## src/rtl/kwdt_pkg.sv

```systemverilog
// Shared constants for the keyed-touch watchdog: register addresses,
// bit positions and the touch key. Assumes a 3-bit byte-wide register bus.
package kwdt_pkg;
    localparam int ADDR_W = 3;
    localparam int DATA_W = 8;

    localparam logic [ADDR_W-1:0] A_CTRL  = 3'd0;
    localparam logic [ADDR_W-1:0] A_TSEL  = 3'd1;
    localparam logic [ADDR_W-1:0] A_WSEL  = 3'd2;
    localparam logic [ADDR_W-1:0] A_CFG   = 3'd3;
    localparam logic [ADDR_W-1:0] A_COUNT = 3'd4;
    localparam logic [ADDR_W-1:0] A_TOUCH = 3'd5;
    localparam logic [ADDR_W-1:0] A_THR   = 3'd6;

    localparam int B_RLD    = 0;
    localparam int B_ETD    = 1;
    localparam int B_STS    = 2;
    localparam int B_KEY_EN = 0;
    localparam int B_SRC    = 1;

    localparam logic [DATA_W-1:0] TOUCH_KEY = 8'h5C;
endpackage

```

## src/rtl/kwdt_prediv.sv

```systemverilog
// One power-of-two divider stage. Emits tick_out on every 2^sel-th tick_in.
// Assumes tick_in is a one-cycle enable. clr restarts the stage.
module kwdt_prediv #(
    parameter int SEL_W = 4
) (
    input  logic             clk,
    input  logic             rst_n,
    input  logic             clr,
    input  logic             tick_in,
    input  logic [SEL_W-1:0] sel,
    output logic             tick_out
);
    localparam int ACC_W = (1 << SEL_W) - 1;

    logic [ACC_W-1:0] acc;
    logic [ACC_W-1:0] mask;

    // Low sel bits of the accumulator that must all be one to emit a tick
    always_comb begin
        mask = ~({ACC_W{1'b1}} << sel);
    end

    assign tick_out = tick_in && !clr && ((acc & mask) == mask);

    // Count input ticks, restarting on clear
    always_ff @(posedge clk) begin
        if (!rst_n)       acc <= '0;
        else if (clr)     acc <= '0;
        else if (tick_in) acc <= acc + 1'b1;
    end
endmodule

```

## src/rtl/kwdt_downcnt.sv

```systemverilog
// Watchdog down-counter. Loads on load and steps down on tick while armed.
// Holds at zero. expire flags the step from 1 to 0.
module kwdt_downcnt #(
    parameter int CNT_W = 8
) (
    input  logic             clk,
    input  logic             rst_n,
    input  logic             armed,
    input  logic             load,
    input  logic [CNT_W-1:0] ld_val,
    input  logic             tick,
    output logic [CNT_W-1:0] count,
    output logic             expire
);
    localparam logic [CNT_W-1:0] ONE = CNT_W'(1);

    assign expire = armed && !load && tick && (count == ONE);

    // Load has priority, otherwise decrement towards zero on each tick
    always_ff @(posedge clk) begin
        if (!rst_n)                             count <= '0;
        else if (load)                          count <= ld_val;
        else if (armed && tick && count != '0)  count <= count - ONE;
    end
endmodule

```

## src/rtl/kwdt_regs.sv

```systemverilog
// Register file and touch decoding. Holds the selects, configuration,
// reload value, threshold and status. Decides when the counter is loaded
// and when a touch is early. Assumes a single-cycle write strobe.
module kwdt_regs
    import kwdt_pkg::*;
#(
    parameter int CNT_W = 8,
    parameter int SEL_W = 4
) (
    input  logic              clk,
    input  logic              rst_n,
    input  logic              wr,
    input  logic [ADDR_W-1:0] addr,
    input  logic [DATA_W-1:0] wdata,
    input  logic [CNT_W-1:0]  count,
    input  logic              set_status,
    output logic [DATA_W-1:0] rdata,
    output logic [SEL_W-1:0]  tsel,
    output logic [SEL_W-1:0]  wsel,
    output logic              src_sel,
    output logic [CNT_W-1:0]  reload_val,
    output logic              reload_pend,
    output logic              load,
    output logic              armed,
    output logic              early_viol,
    output logic              status
);
    logic             etd;
    logic             key_en;
    logic [CNT_W-1:0] thr;
    logic             wr_ctrl;
    logic             key_hit;
    logic             touch_load;

    assign wr_ctrl    = wr && (addr == A_CTRL);
    assign key_hit    = wr && (addr == A_TOUCH) && (wdata == TOUCH_KEY) && key_en && armed;
    assign early_viol = key_hit && !etd && (count > thr);
    assign touch_load = key_hit && !early_viol;
    assign load       = reload_pend || touch_load;

    // Control bits: one-cycle reload command, guard disable, armed latch
    always_ff @(posedge clk) begin
        if (!rst_n) begin
            reload_pend <= 1'b0;
            etd         <= 1'b0;
            armed       <= 1'b0;
        end else begin
            reload_pend <= wr_ctrl && wdata[B_RLD];
            if (wr_ctrl) etd <= wdata[B_ETD];
            if (reload_pend) armed <= 1'b1;
        end
    end

    // Sticky status: a new event wins over a write-one-to-clear
    always_ff @(posedge clk) begin
        if (!rst_n)                        status <= 1'b0;
        else if (set_status)               status <= 1'b1;
        else if (wr_ctrl && wdata[B_STS])  status <= 1'b0;
    end

    // Plain read/write fields
    always_ff @(posedge clk) begin
        if (!rst_n) begin
            tsel       <= '0;
            wsel       <= '0;
            key_en     <= 1'b0;
            src_sel    <= 1'b0;
            reload_val <= '1;
            thr        <= '1;
        end else if (wr) begin
            case (addr)
                A_TSEL:  tsel <= wdata[SEL_W-1:0];
                A_WSEL:  wsel <= wdata[SEL_W-1:0];
                A_CFG: begin
                    key_en  <= wdata[B_KEY_EN];
                    src_sel <= wdata[B_SRC];
                end
                A_COUNT: reload_val <= wdata[CNT_W-1:0];
                A_THR:   thr <= wdata[CNT_W-1:0];
                default: ;
            endcase
        end
    end

    // Read-back multiplexer
    always_comb begin
        rdata = '0;
        case (addr)
            A_CTRL: begin
                rdata[B_RLD] = reload_pend;
                rdata[B_ETD] = etd;
                rdata[B_STS] = status;
            end
            A_TSEL:  rdata[SEL_W-1:0] = tsel;
            A_WSEL:  rdata[SEL_W-1:0] = wsel;
            A_CFG: begin
                rdata[B_KEY_EN] = key_en;
                rdata[B_SRC]    = src_sel;
            end
            A_COUNT: rdata[CNT_W-1:0] = count;
            A_THR:   rdata[CNT_W-1:0] = thr;
            default: rdata = '0;
        endcase
    end
endmodule

```

## src/rtl/kwdt_top.sv

```systemverilog
// Keyed-touch watchdog top. It chains the two divider stages, the counter and the
// register file, and registers the reset request. Assumes ref_tick is a
// one-cycle enable on clk and that CNT_W equals the 8-bit bus width.
module kwdt_top
    import kwdt_pkg::*;
#(
    parameter int CNT_W = 8,
    parameter int SEL_W = 4
) (
    input  logic              clk,
    input  logic              rst_n,
    input  logic              ref_tick,
    input  logic              bus_wr,
    input  logic [ADDR_W-1:0] bus_addr,
    input  logic [DATA_W-1:0] bus_wdata,
    output logic [DATA_W-1:0] bus_rdata,
    output logic              rst_req
);
    logic [SEL_W-1:0] tsel, wsel;
    logic             src_sel;
    logic [CNT_W-1:0] reload_val, live_count;
    logic             reload_pend, do_load, armed, early_viol, status_bit;
    logic             t1_tick, src_tick, cnt_tick, expire, fire;

    assign fire     = expire || early_viol;
    assign src_tick = src_sel ? t1_tick : ref_tick;

    kwdt_regs #(.CNT_W(CNT_W), .SEL_W(SEL_W)) u_regs (
        .clk(clk), .rst_n(rst_n), .wr(bus_wr), .addr(bus_addr),
        .wdata(bus_wdata), .count(live_count), .set_status(fire),
        .rdata(bus_rdata), .tsel(tsel), .wsel(wsel), .src_sel(src_sel),
        .reload_val(reload_val), .reload_pend(reload_pend), .load(do_load),
        .armed(armed), .early_viol(early_viol), .status(status_bit)
    );

    kwdt_prediv #(.SEL_W(SEL_W)) u_div_t (
        .clk(clk), .rst_n(rst_n), .clr(do_load), .tick_in(ref_tick),
        .sel(tsel), .tick_out(t1_tick)
    );

    kwdt_prediv #(.SEL_W(SEL_W)) u_div_w (
        .clk(clk), .rst_n(rst_n), .clr(do_load), .tick_in(src_tick),
        .sel(wsel), .tick_out(cnt_tick)
    );

    kwdt_downcnt #(.CNT_W(CNT_W)) u_cnt (
        .clk(clk), .rst_n(rst_n), .armed(armed), .load(do_load),
        .ld_val(reload_val), .tick(cnt_tick), .count(live_count),
        .expire(expire)
    );

    // Register the reset request so it is a clean one-cycle pulse
    always_ff @(posedge clk) begin
        if (!rst_n) rst_req <= 1'b0;
        else        rst_req <= fire;
    end
endmodule

```

## config.mk

```make
export PLATFORM = sky130hd
export DESIGN_NAME = kwdt_top
export DESIGN_NICKNAME = d
export VERILOG_FILES = /design/src/rtl/kwdt_pkg.sv /design/src/rtl/kwdt_prediv.sv /design/src/rtl/kwdt_downcnt.sv /design/src/rtl/kwdt_regs.sv /design/src/rtl/kwdt_top.sv
export SDC_FILE = /design/constraint.sdc
export NUM_CORES = 1
export LEC_CHECK = 0
export CORE_MARGIN = 8
export CORE_UTILIZATION = 50
export CTS_BUF_LIST = sky130_fd_sc_hd__clkbuf_8
export CTS_CLUSTER_SIZE = 12
export DETAILED_ROUTE_END_ITERATION = 7
export MAX_ROUTING_LAYER = met4
export PLACE_DENSITY = 0.75
export REMOVE_ABC_BUFFERS = 1
export SKIP_CTS_REPAIR_TIMING = 1
export SLEW_MARGIN = 30
export SYNTH_ARGS = -nofsm -noshare
export SYNTH_HDL_FRONTEND = slang
export SYNTH_SLANG_ARGS = --single-unit
export TNS_END_PERCENT = 1
```

## constraint.sdc

```tcl
create_clock -name clk -period 2.7 [get_ports clk]
set_input_delay 0.405 -clock clk [delete_from_list [all_inputs] [get_ports clk]]
set_output_delay 0.405 -clock clk [all_outputs]
set_load 0.01 [all_outputs]
```

After elaboration in Yosys (flattened, before gate mapping)
Index checks and enable logic that the tools add are counted.

word-level totals
  register bits after elaboration = 69
  bits in latches = 0
  bits in writable memories = 0
  bits in read-only memories = 0
  input bits = 15
  output and inout bits = 9
  logic and storage cells = 78
  memories = 0

cells by class
  add/sub/neg operators = 3
  multiply operators = 0
  div/mod/pow operators = 0
  order comparisons = 1
  equality and inequality tests = 10
  shifts and indexed selects = 2
  mux-type cells = 9
  bitwise operators = 5
  reduce and logical (&&, ||, !) cells = 34

operators with widths
  cell                                                                   count
  15-bit by 1-bit adder with 15-bit output, second input constant        2
  15-bit bitwise AND                                                     2
  15-bit equality test                                                   2
  15-bit inverter                                                        2
  15-bit by 4-bit left shift with 15-bit output, first input constant    2
  1-bit logical AND                                                      19
  8-bit two-way mux                                                      2
  2-bit one-hot mux with 6 select lines                                  1
  2-bit AND reduction                                                    5
  3-bit equality test, second input constant                             3
  8-bit by 1-bit equality test with 1-bit output, second input constant  1
  8-bit by 7-bit equality test with 1-bit output, second input constant  1
  8-bit greater-than comparator                                          1
  4-bit one-hot mux with 2 select lines                                  1
  8-bit nonzero test                                                     1
  8-bit by 1-bit subtractor with 8-bit output, second input constant     1
  3-bit by 2-bit equality test with 1-bit output, second input constant  2
  1-bit one-hot mux with 5 select lines                                  1
  1-bit one-hot mux with 4 select lines                                  1
  2-bit nonzero test                                                     2
  3-bit by 1-bit equality test with 1-bit output, second input constant  1
  1-bit zero test                                                        3
  3-bit zero test                                                        1
  1-bit two-way mux                                                      3
  3 further kinds                                                        4

Longest topological paths before layout
  word-level depth = 20
  depth in mapped cells = 11
  depth with buffers taken out = 10

Hierarchy
A second synthesis with hierarchy kept.

second synthesis, totals
  cell total of the unflattened synthesis = 454
  area total of the unflattened synthesis = 3,906.2 µm²

by module, submodules not included
  module        times used  cells an instance  area an instance (µm²)  seq. area each (µm²)
  kwdt_prediv   2           102                833.3                   300.3
  kwdt_regs     1           183                1,645.3                 600.6
  kwdt_downcnt  1           63                 545.5                   160.2
  kwdt_top      1           4                  48.8                    20.0

Worst setup path after synthesis
OpenSTA, ideal clock, no wires.

  path kind = reg-to-reg
  from = register u_regs.thr[1]
  to = register u_div_w.acc[14]
  setup time = 0.128 ns
  data arrival time = 2.234 ns
  data required time = 2.572 ns
  path slack = 0.338 ns
  cell stages (with the launch flop) = 12
  buffers on the path = 1
  clock period less this slack = 2.362 ns
  cells stage by stage = dfxtp_1 > inv_1 > ha_1 > nor2b_1 > o211ai_1 > a21oi_1 > o41ai_4 > o41ai_4 > buf_2 > nand4_1 > xor2_1 > nor2_1

on the way
  word-level cells in the longest chain between the ends = 9
  elaborated cells on any way between the ends = 10
  those cells by class = order compare (1); mux (1); reduce/logical (8)

RTL lines
  item                             RTL line           RTL
  from (decl)                      kwdt_regs.sv:30    logic [CNT_W-1:0] thr;
  from (signal assigned)           kwdt_regs.sv:79    A_THR: thr <= wdata[CNT_W-1:0];
  8-bit greater-than comparator *  kwdt_regs.sv:37    assign early_viol = key_hit && !etd && (count > thr);
  1-bit logical AND *              kwdt_regs.sv:37
  1-bit zero test *                kwdt_regs.sv:38    assign touch_load = key_hit && !early_viol;
  1-bit logical AND *              kwdt_regs.sv:38
  1-bit logical OR *               kwdt_regs.sv:39    assign load = reload_pend || touch_load;
  1-bit zero test                  kwdt_prediv.sv:23  assign tick_out = tick_in && !clr && ((acc & mask) == mask);
  1-bit logical AND (2 in series)  kwdt_prediv.sv:23
  1-bit two-way mux                kwdt_top.sv:26     assign src_tick = src_sel ? t1_tick : ref_tick;
  to (signal assigned)             kwdt_prediv.sv:29  else if (tick_in) acc <= acc + 1'b1;
  to (decl)                        kwdt_prediv.sv:15  logic [ACC_W-1:0] acc;

Mark *: on every way between the ends. The rest lies on a longest branch, timed or not.
A chain may end at the register's enable or synchronous reset.

Worst setup path in the final report
  from = register u_regs.tsel[2]
  to = register u_cnt.count[6]

on the way
  word-level cells in the longest chain between the ends = 11

RTL lines
  item                                             RTL line            RTL
  from (decl)                                      kwdt_regs.sv:18     output logic [SEL_W-1:0] tsel,
  from (signal assigned)                           kwdt_regs.sv:72     A_TSEL: tsel <= wdata[SEL_W-1:0];
  15-bit by 4-bit left shift with 15-bit output *  kwdt_prediv.sv:20   mask = ~({ACC_W{1'b1}} << sel);
  15-bit inverter *                                kwdt_prediv.sv:20
  15-bit bitwise AND                               kwdt_prediv.sv:23
  15-bit equality test *                           kwdt_prediv.sv:23
  1-bit logical AND *                              kwdt_prediv.sv:23
  1-bit two-way mux *                              kwdt_top.sv:26
  1-bit logical AND * (2 in series)                kwdt_prediv.sv:23
  1-bit logical AND * (2 in series)                kwdt_downcnt.sv:23  else if (armed && tick && count != '0) count <= count - ONE;
  2-bit nonzero test (no line) *                   --
  to (signal assigned)                             kwdt_downcnt.sv:22  else if (load) count <= ld_val;
  to (signal assigned)                             kwdt_downcnt.sv:23
  to (decl)                                        kwdt_downcnt.sv:12  output logic [CNT_W-1:0] count,

Marks and branches as above.

==> run_results.csv <==
group,metric,value,unit
grt,grt_usage,0.217,
sta,finalSetupViolCount,0,
synthesis,synth-xor-area-share,0.0752,
pwr,p_int,1.78,mW
setup_path,cp_cell_sequence,"nor2_1 -> a21oi_1 -> o21ai_0 -> nand4_1 -> a211oi_4 -> nand3_2 -> or4_1 -> a31oi_1",
synthesis,synth_most_common_cell,"nor2_1",
synthesis,synth_mux_area_frac,0.0628,
setup_path,crit_path_max_incr_delay,0.52,ns
sta,finalHoldViolCount,0,
finish,ff_latch_area,1380,um^2
synthesis,ys_seq_elements,69,
grt,grt_pass1_vias,3431,
synthesis,synth_area_per_cell,8.34,um^2
synthesis,synth_cells,447,
place,dpl.hpwl,7380,um
pwr,power_density,520,nW/um^2
route,drt_first_pass_iters,5,
pwr,p_seq_frac,0.448,
setup_path,worstSetupEndpointType,"register",
route,viasPerCell,5.77,
floorplan,rows,31,
synthesis,synth_fa_ha_area_frac,0.0437,
route,drt-total-wl,10200,um
clocking,clock-sinks,69,
finish,num_antenna_cells,0,
grt,grt.overflow.total,0,
finish,nFillCells,637,
pwr,vdd_drop_max,0.000281,V
floorplan,ioPinCount,24,
finish,final_area,4560,um^2
finish,final_nets,528,
clocking,clock_path_buffers,2,
route,wl_per_cell,16.8,um
sta,hold_slack,0.472,ns
synthesis,ys_warn_count,0,
synthesis,synth.area.top_cells,"dfxtp_1, nor2_1, xor2_1",
synthesis,synth_flop_cell,"dfxtp_1",
pwr,netSwitchingFraction,0.251,
setup_path,crit_path_top_delay_cell,"a211oi_4",
sta,max_freq,384,MHz
setup_path,crit_path_max_fanout,6,
setup_path,crit_required,2.98,ns
route,drt_iter0_markers,171,
clocking,cts_buffers,9,
sta,slew_headroom,0.586,
synthesis,synth_edf_count,0,
pwr,p_comb_frac,0.109,
pwr,clkPwrFrac,0.443,
job,cap_violations,0,
finish,multiInputGateArea,2180,um^2
grt,grt_pass1_wl,17200,um
floorplan,start_util,0.514,
sta,skew,0.0159,ns
synthesis,synth_commonest_cells,"nor2_1, dfxtp_1, nand2_1, xor2_1",
setup_path,crit_arrival,2.89,ns
sta,rsz0062_at_grt,"yes",
synthesis,synth_top_family_by_area,"simple AND/OR/NAND/NOR gates",
place,gp_congestion,0.921,
pwr,power,2.37,mW
synthesis,yosysTopAreaCellShare,0.371,
sta,tightest_slew,0.618,ns
min_path,hp-class,"reg2reg",
synthesis,yosys.area_share.simple,0.252,
place,io_buffers,23,
sta,finalMaxSlewViolations,0,
outcome,status,"completed",
synthesis,synth_area,3730,um^2
floorplan,die_x,102,um
floorplan,coreArea,7250,um^2
grt,grt_max_degree,31,
place,dp_slack,-0.301,ns
sta,fin_setup_tns,0,ns
finish,drive_above_1_share,0.133,
synthesis,async_flop_share,0,
synthesis,yosysSeqAreaShare,0.371,
clocking,htree_levels,3,
pwr,leakage,1.95,nW
sta,min_period_over_period,0.966,
clocking,root_buffer,"clkbuf_8",
floorplan,fp.dieH,102,um
floorplan,die_area,10500,um^2
route,antenna_left,0,
route,vias,3488,
grt,antenna_found_initial,0,
synthesis,yosysTopAreaCell,"dfxtp_1",
place,place_area,4280,um^2
clocking,path_clk_slew,0.09,ns
clocking,cts_tree,"yes",
route,drc,0,
sta,min_period,2.61,ns
setup_path,critical_path_class,"reg2reg",
synthesis,yosysUniqueCellTypes,57,
clocking,worstSkewPairLatency,0.36,ns
synthesis,synth_compound_area_frac,0.150,
setup_path,critPathLaunchType,"register",
sta,worst_slack,0.0931,ns
finish,syn_to_final_growth,22.4,%
pwr,p_sw,0.596,mW
-- layer usage --
metal | vias up | track usage | wire length (um)
met4 | 0 | 0.0914 | 244
met5 | - | - | 0
li1 | 1681 | - | -
met3 | 23 | 0.0511 | 637
met1 | 1670 | 0.263 | 4490
met2 | 114 | 0.339 | 4780
-- final cells by class --
type	count	share of cell area
repair buffers	61	0.121
well taps	99	0.0272
inverters	22	0.0181
flip-flops and latches	69	0.303
multi-input cells	337	0.477
clock buffers	9	0.0272
clock inverters	7	0.0269
-- registers in the layout, summed over array words and instances, names as in the netlist --
name and count:
u_regs.tsel 4, u_regs.thr 8, u_regs.reload_val 8, u_div_w.acc 15, u_regs.key_en 1, u_regs.etd 1
u_div_t.acc 15, u_regs.armed 1, u_regs.reload_pend 1, rst_req 1, u_cnt.count 8, u_regs.status 1
u_regs.src_sel 1, u_regs.wsel 4
-- worst paths after layout --
path | from | end | slack [ns] | cells after the start
hold / removal | u_regs.reload_val[3]$_SDFFE_PN1P_ | u_regs.reload_val[3]$_SDFFE_PN1P_ | 0.47 | 2
setup reg to reg | u_regs.tsel[2]$_SDFFE_PN0P_ | u_cnt.count[6]$_SDFFE_PN0P_ | 0.09 | 8
hold reg to reg | u_regs.reload_val[3]$_SDFFE_PN1P_ | u_regs.reload_val[3]$_SDFFE_PN1P_ | 0.47 | 2
setup / recovery | u_regs.tsel[2]$_SDFFE_PN0P_ | u_cnt.count[6]$_SDFFE_PN0P_ | 0.09 | 8
-- power by group through the flow --
stage / clock [mW] / sequential (mW) / combinational [mW]
floorplan: 0 / 1.08 / 0.122
global route: 1.12 / 1.07 / 0.283
CTS: 1.07 / 1.06 / 0.254
global placement: 0 / 1.08 / 0.244
detailed placement: 0 / 1.09 / 0.251
finish: 1.05 / 1.06 / 0.259
-- worst max-delay path: cells and delay by family (launching register included) --
| family | cells | cell delay [ns] |
|---|---|---|
| and+or+nand+nor | 4 | 1.16 |
| AOI/OAI and AO/OA | 4 | 1.01 |
| DFF | 1 | 0.35 |
-- through the flow --
step	utilization	cells
after floorplan	-	428
after global placement	0.590	587
after detailed placement	0.590	587
after CTS	0.624	603
after global routing	0.629	604
final	0.629	604
-- cell families (layout without fill, tap and decap cells) --
logic type                 after synthesis  in the layout
DFF                                     69             69
muxes                                   22             22
and+or+nand+nor                        192            192
AOI/OAI and AO/OA                       78             78
buffers and inverters                   41             99
xor gates and xnor gates                32             32
adders and majority gates               13             13
-- cell usage in the layout (no fill, tap or decap), drive strengths merged, types with 3 or more instances in the layout --
cell            n
ha             13
nand2          43
xor2           23
nor3            5
mux2i          20
nor4            3
a31oi           8
a211oi          4
and3           11
o41ai           3
nand2b          6
nor2           70
nand3          21
buf            38
xnor2           9
clkdlybuf4s50  19
a21oi          15
nand4b          4
o21ai          20
clkbuf          9
o211ai          9
inv            22
nand4          15
o22ai           4
bufinv          3
nor2b           4
dfxtp          69
dlymetal6s2s    4
or3             3
(Power assumes the default switching activity.)
